## config.mk

```make
export PLATFORM = sky130hd
export DESIGN_NAME = toh_insert_sel
export DESIGN_NICKNAME = d
export VERILOG_FILES = /design/src/rtl/toh_insert_sel.sv
export SDC_FILE = /design/constraint.sdc
export NUM_CORES = 1
export LEC_CHECK = 0
export ABC_AREA = 1
export CAP_MARGIN = 15
export CORE_UTILIZATION = 41
export CTS_CLUSTER_DIAMETER = 50
export DETAILED_ROUTE_END_ITERATION = 16
export PLACE_DENSITY = 0.78
export SLEW_MARGIN = 20
export SYNTH_ARGS = -nofsm -noshare
export SYNTH_HDL_FRONTEND = slang
export SYNTH_SLANG_ARGS = --single-unit
```

## constraint.sdc

```tcl
create_clock -name clk -period 2.1 [get_ports clk]
set_clock_uncertainty 0.2 [all_clocks]
set_input_delay 0.525 -clock clk [delete_from_list [all_inputs] [get_ports clk]]
set_output_delay 0.525 -clock clk [all_outputs]
set_load 0.005 [all_outputs]
```

## src/rtl/toh_insert_sel.sv

```systemverilog
module toh_insert_sel #(
  parameter int STS_N = 3,
  parameter int COL_W = 9
) (
  input  logic             clk,
  input  logic             rst_n,
  input  logic             byte_vld,
  input  logic [3:0]       row_idx,
  input  logic [COL_W-1:0] col_idx,
  input  logic [7:0]       data_in,
  input  logic [7:0]       acc_byte,
  input  logic             acc_par,
  input  logic             en_e1,
  input  logic             en_f1,
  input  logic             en_dsec,
  input  logic             en_dline,
  input  logic             en_s1,
  input  logic             en_e2,
  input  logic             en_rest,
  input  logic             dflt_ones,
  input  logic             s1_reg_en,
  input  logic [7:0]       s1_reg_val,
  input  logic             par_even,
  input  logic             par_mask,
  input  logic             sts_clr,
  output logic [7:0]       data_out,
  output logic             out_vld,
  output logic             par_err_sts,
  output logic             par_irq
);
  typedef enum logic [2:0] {
    G_NONE, G_E1, G_F1, G_DSEC, G_DLINE, G_S1, G_E2, G_REST
  } grp_t;

  logic [2:0] kcol;
  grp_t       grp;
  logic [7:0] dflt, sel;
  logic       par_bad;

  for (genvar k = 0; k < 3; k++) begin : g_kcol
    assign kcol[k] = (col_idx == COL_W'(1 + k * STS_N));
  end

  always_comb begin
    grp = G_NONE;
    case (row_idx)
      4'd1: if (kcol[2]) grp = G_REST;
      4'd2: if (kcol[1]) grp = G_E1; else if (kcol[2]) grp = G_F1;
      4'd3: if (|kcol) grp = G_DSEC;
      4'd5: if (kcol[1] || kcol[2]) grp = G_REST;
      4'd6, 4'd7, 4'd8: if (|kcol) grp = G_DLINE;
      4'd9: if (kcol[0]) grp = G_S1; else if (kcol[2]) grp = G_E2;
      default: grp = G_NONE;
    endcase
  end

  assign dflt = {8{dflt_ones}};

  always_comb begin
    case (grp)
      G_E1:    sel = en_e1    ? acc_byte : dflt;
      G_F1:    sel = en_f1    ? acc_byte : dflt;
      G_DSEC:  sel = en_dsec  ? acc_byte : dflt;
      G_DLINE: sel = en_dline ? acc_byte : dflt;
      G_S1:    sel = s1_reg_en ? s1_reg_val : (en_s1 ? acc_byte : dflt);
      G_E2:    sel = en_e2    ? acc_byte : dflt;
      G_REST:  sel = en_rest  ? acc_byte : dflt;
      default: sel = data_in;
    endcase
  end

  assign par_bad = byte_vld && (grp != G_NONE) && ((^{acc_byte, acc_par}) == par_even);

  always_ff @(posedge clk) begin
    if (!rst_n) begin
      data_out    <= 8'h00;
      out_vld     <= 1'b0;
      par_err_sts <= 1'b0;
    end else begin
      out_vld     <= byte_vld;
      if (byte_vld) data_out <= sel;
      par_err_sts <= par_bad | (par_err_sts & ~sts_clr);
    end
  end

  assign par_irq = par_err_sts & ~par_mask;
endmodule


```

# [Yosys cells after proc, flatten, opt, wreduce, memory -nomap -nowiden]
# Index checks and enable logic that the tools add are counted.
# Widths: inputs -> output; s select.
[classes] n_eq_ne=19 mux=18 n_bitwise=5 reduce_logical=7
[ops] cell="$mux 8" n=8
[ops] cell="$pmux 8 s7" n=1
[ops] cell="$eq 9x3->1 const B" n=2
[ops] cell="$pmux 3 s6" n=1
[ops] cell="$mux 3" n=5
[ops] cell="$eq 3x3->1 const B" n=4
[ops] cell="$eq 4x3->1 const B" n=3
[ops] cell="$eq 9x1->1 const B" n=1
[ops] cell="$reduce_xor 9->1" n=1
[ops] cell="$eq 4x2->1 const B" n=2
[ops] cell="$eq 4x4->1 const B" n=2
[ops] cell="$eq 3x2->1 const B" n=2
[ops] cell="$mux 2" n=3
[ops] cell="$reduce_or 3->1" n=2
[ops] cell="$eq 4x1->1 const B" n=1
[ops] cell="$eq 3x1->1 const B" n=1
[ops] cell="$reduce_bool 3->1" n=1
[ops] cell="$and 1x1->1" n=2
[ops] cell="$logic_and 1x1->1" n=2
[ops] cell="$not 1->1" n=2
[ops] cell="$eq 1x1->1" n=1
[ops] cell="$logic_or 1x1->1" n=1
[ops] cell="$or 1x1->1" n=1
[totals] regBits=10 inputBits=53 output_inout_bits=11 elab_cells=52

# [Longest topological paths before layout]
[depth] ltp_word=8 depth_mapped=16 ltp_nobuf=16

# [Worst setup path before layout]
# No wires, ideal clock.
[synth_path] path_type="input to register" start="input port col_idx[5]" end="register data_out[3]" setup_ns=0.133 t_arrival_ns=1.772 t_required_ns=1.767 slack_ns=-0.005 cell_stages=12 path_buffers=0 path_cell_list="inv_1 > nand2_2 > nor2_8 > nand3_2 > nand3_1 > nor2_4 > nand2_2 > nor2_4 > inv_4 > or2_0 > o21ai_1 > a21oi_1"
[synth_between] elab_chain_cells=6 word_cells_on_any_way=22 classes_between="10 x eq/ne; 10 x mux; 2 x reduce/logical"
[synth_rtl] item="start: declaration" line="9" source="input logic [COL_W-1:0] col_idx,"
[synth_rtl] item="$eq 9x1->1 / $eq 9x3->1 (equally long branches)" line="41" source="assign kcol[k] = (col_idx == COL_W'(1 + k * STS_N));"
[synth_rtl] item="$reduce_or 3->1, or another cell as far along" line="49, 51"
[synth_rtl] item="$mux 2, or another cell as far along" line="49" source="4'd3: if (|kcol) grp = G_DSEC;"
[synth_rtl] item="$pmux 3 s6 *" line="46" source="case (row_idx)"
[synth_rtl] item="$eq 3x3->1, or another cell as far along" line="60" source="case (grp)"
[synth_rtl] item="$pmux 8 s7 *" line="60"
[synth_rtl] item="end signal: assignment" line="81" source="if (byte_vld) data_out <= sel;"
[synth_rtl] item="end: declaration" line="26" source="output logic [7:0] data_out,"
# Every way passes the cells marked *; elsewhere a longest branch is shown, timed or not.
# A chain may end at the register's enable or synchronous reset.

# [Worst setup path after layout]
[layout_path] start="input port col_idx[3]" end="register data_out[4]"
# Same word-level chain as after synthesis.

==> impl_metrics.toml <==
[placed_design]
post_dp_cell_area_um2 = 2740
post-dp-hpwl_um = 4920
placed_instances = 444
port_buffers = 63
gp_routability_congestion = 1.02
placement.setup.worst_slack_ns = -0.611

[clocking]
post_cts_hold_buffer_count = 0
cts.sinks = 10
ctsLongestPathBuffers = 2
root_buffer = "clkbuf_8"
cts_tree = "built"
cts_max_level = 1
clk_latency_ns = 0.24
path_clk_slew_ns = 0.05
cts_buffers = 3

[routing]
postRouteWirelength_um = 7300
detail-route-antenna-nets = 0
detail_route.wl_per_cell_um = 15.8
avgViaCountPerCell = 5.59
dr.pass1.iters = 5
vias = 2590
drc = 0
drt-initial-drc-count = 237

[floorplan]
area_of_the_placeable_core_um2 = 4030
dieHeight_um = 67.1
io_pins = 64
floorplan.initialDensity_pct = 43.1
die-width_um = 67.1
num_rows = 23
die-area_um2 = 4500

[synthesis]
yosys.cell_types.count = 35
synthesis.instances = 294
synthesis.yosys.warnings = 0
post_synth_net_total = 347
post_synthesis_area_per_instance_um2 = 5.91
seq_area_frac_synth_pct = 11.5
synth.ff_latch_count = 10
mappedNetlistArea_um2 = 1740

[run_status]
outcome = "finished with violations"
failed_checks = "setup timing"

[critical_path]
worst_reg2reg_startpoint = "data_out[6]"
worst_r2r_path_depth = 2
worstPathMaxFanout = 3
cp.required_ns = 2.08
reg2reg_to = "data_out[6]"
endpoint_kind = "flip-flop"
signal_arrival_time_at_the_worst_endpoint_ns = 2.17
worstSetupStartpointType = "input port"
worstSetupPathType = "in2reg"
r2r_slack_ns = 1.24

[sta]
grt_setup_unrepaired = "yes"
max_freq_mhz = 455
worst-slew-pin-transition_ns = 0.362
finalMaxSlewViolations = 0
timing.setup.tns_ns = -0.526
slew_headroom_pct = 75.8
endpoints_failing_setup = 8
worst_slack_ns = -0.0964
period_needed_ns = 2.20
finalHoldViolCount = 0
fin_crit_sh_pct = 105

[layout]
most-common-layout-cells = "48 x buf_4, 44 x nand2_1, 44 x clkdlybuf4s50_1, 28 x o21ai_0, 23 x inv_1"
nFillCells = 297
final_net_count = 467
layout_commonest_cell = "buf_4"
ff_latch_area_um2 = 200
layout-area-overhead-vs-synth_pct = 86.1
finish.cell_count_without_fillers = 463
ratio_of_cells_with_drive_above_1_in_the_final_layout_pct = 38.5
multiInputGateArea_um2 = 1620
design_area_final_um2 = 3230
insertedDiodeCount = 0

[job]
maxCapViolations = 0

[min_path]
timing.hold.worst.class = "reg2reg"
hold_path_startpoint = "data_out[3]"
worstHoldPathCells = 2
min_delay_worst_endpoint = "data_out[3]"

[global_route]
grt.overflow.total = 0
grt_pass1_wl_um = 10300
grt_max_degree = 9
number_of_global_route_vias_before_repair = 2295
global_route.usage.total_pct = 30.2
antenna_found_initial = 0

[power_and_ir_drop]
max-vdd-ir-drop_mv = 0.198
power-per-cell-area_nw_per_um2 = 270
total_power_mw = 0.872
p_leak_nw = 1.56
[metal layers]
| layer | part of all wire, % | track usage [%] | vias to the layer above | routed length [um] |
|---|---|---|---|---|
| li1 | - | - | 1230 | - |
| met1 | 39 | 40.5 | 1173 | 2870 |
| met2 | 48 | 50.7 | 153 | 3510 |
| met3 | 8.5 | 3.94 | 34 | 619 |
| met4 | 4.1 | 6.65 | 0 | 301 |
| met5 | 0 | 0 | - | 0 |
[state kept, by name, indices dropped and copies added (netlist names)]
register / count
data_out: 8
out_vld: 1
par_err_sts: 1
[final cells by class]
| cell class | instances | share of cell area [%] |
|---|---|---|
| multi-input combinational | 238 | 50.1 |
| timing repair buffer | 122 | 34.8 |
| sequential | 10 | 6.19 |
| inverter | 38 | 4.99 |
| tap | 50 | 1.93 |
| clock buffer | 4 | 1.70 |
| timing repair inverter | 1 | 0.232 |
[critical path: stages]
cell and delay [ns]:
buf_6 0.09, inv_4 0.04, nand3_4 0.08, nor2_4 0.05, buf_6 0.12, nand3_4 0.12, nand3_4 0.09, nor2_4 0.19
nand2_4 0.08, buf_4 0.16, o22ai_1 0.27, nor2_1 0.09, nand2_1 0.08, nand2_1 0.08, a21oi_2 0.13
[per-stage QoR]
| step | utilization, % | hold slack [ns] |
|---|---|---|
| finish | 80.3 | 0.326 |
| floorplan | - | 0.314 |
| global placement | 67.9 | 0.315 |
| global route | 80.3 | 0.361 |
| CTS | 74.0 | 0.330 |
| detailed placement | 67.9 | 0.316 |
[report_power, final]
group | total (mW) | switching [mW] | internal (mW)
clock network | 0.249 | 0.0836 | 0.165
registers | 0.207 | 0.00559 | 0.202
logic | 0.416 | 0.197 | 0.219
total | 0.872 | 0.286 | 0.586
[cells in the mapped netlist (all sizes together)]
library cell / n / area (um^2)
a22oi: 2 / 15.0
nor3: 5 / 25.0
a21oi: 21 / 131
o21ai: 35 / 198
clkbuf: 5 / 18.8
nand4: 1 / 6.26
a211oi: 5 / 37.5
buf: 3 / 18.8
nand2: 66 / 275
or2: 10 / 62.6
nor2: 32 / 189
dfxtp: 10 / 200
xor2: 4 / 35.0
o22ai: 10 / 62.6
mux2i: 5 / 50.1
nand3b: 2 / 15.0
inv: 38 / 145
o211ai: 9 / 67.6
nand3: 27 / 150
xnor2: 4 / 35.0
[worst max-delay path by stage]
stage,from,to,slack [ns],cells after the start
2_1_floorplan,col_idx[5],data_out[3],0.0007,14
3_3_place_gp,col_idx[2],data_out[6],-0.57,15
3_5_place_dp,col_idx[4],data_out[3],-0.61,15
4_1_cts,col_idx[3],data_out[0],-0.04,17
5_1_grt,col_idx[3],data_out[7],-0.18,16
6_report,col_idx[3],data_out[4],-0.1,15
[repair_timing]
item / in CTS / in global routing
setup buffers: 8 / 6
pin swaps: 45 / 35
setup endpoints to repair: 10 / 9
resized for setup: 102 / 49
cloned: 1 / 0
[kinds of logic after synthesis]
family / Yosys count / share of synthesized area (%)
multiplexers: 5 / 2.88
AO/OA/AOI/OAI: 82 / 29.4
buffers and inverters: 46 / 10.5
AND/OR/NAND/NOR: 143 / 41.6
flip-flops: 10 / 11.5
XOR/XNOR: 8 / 4.03
Note: power is estimated with default switching activity, not from simulation.
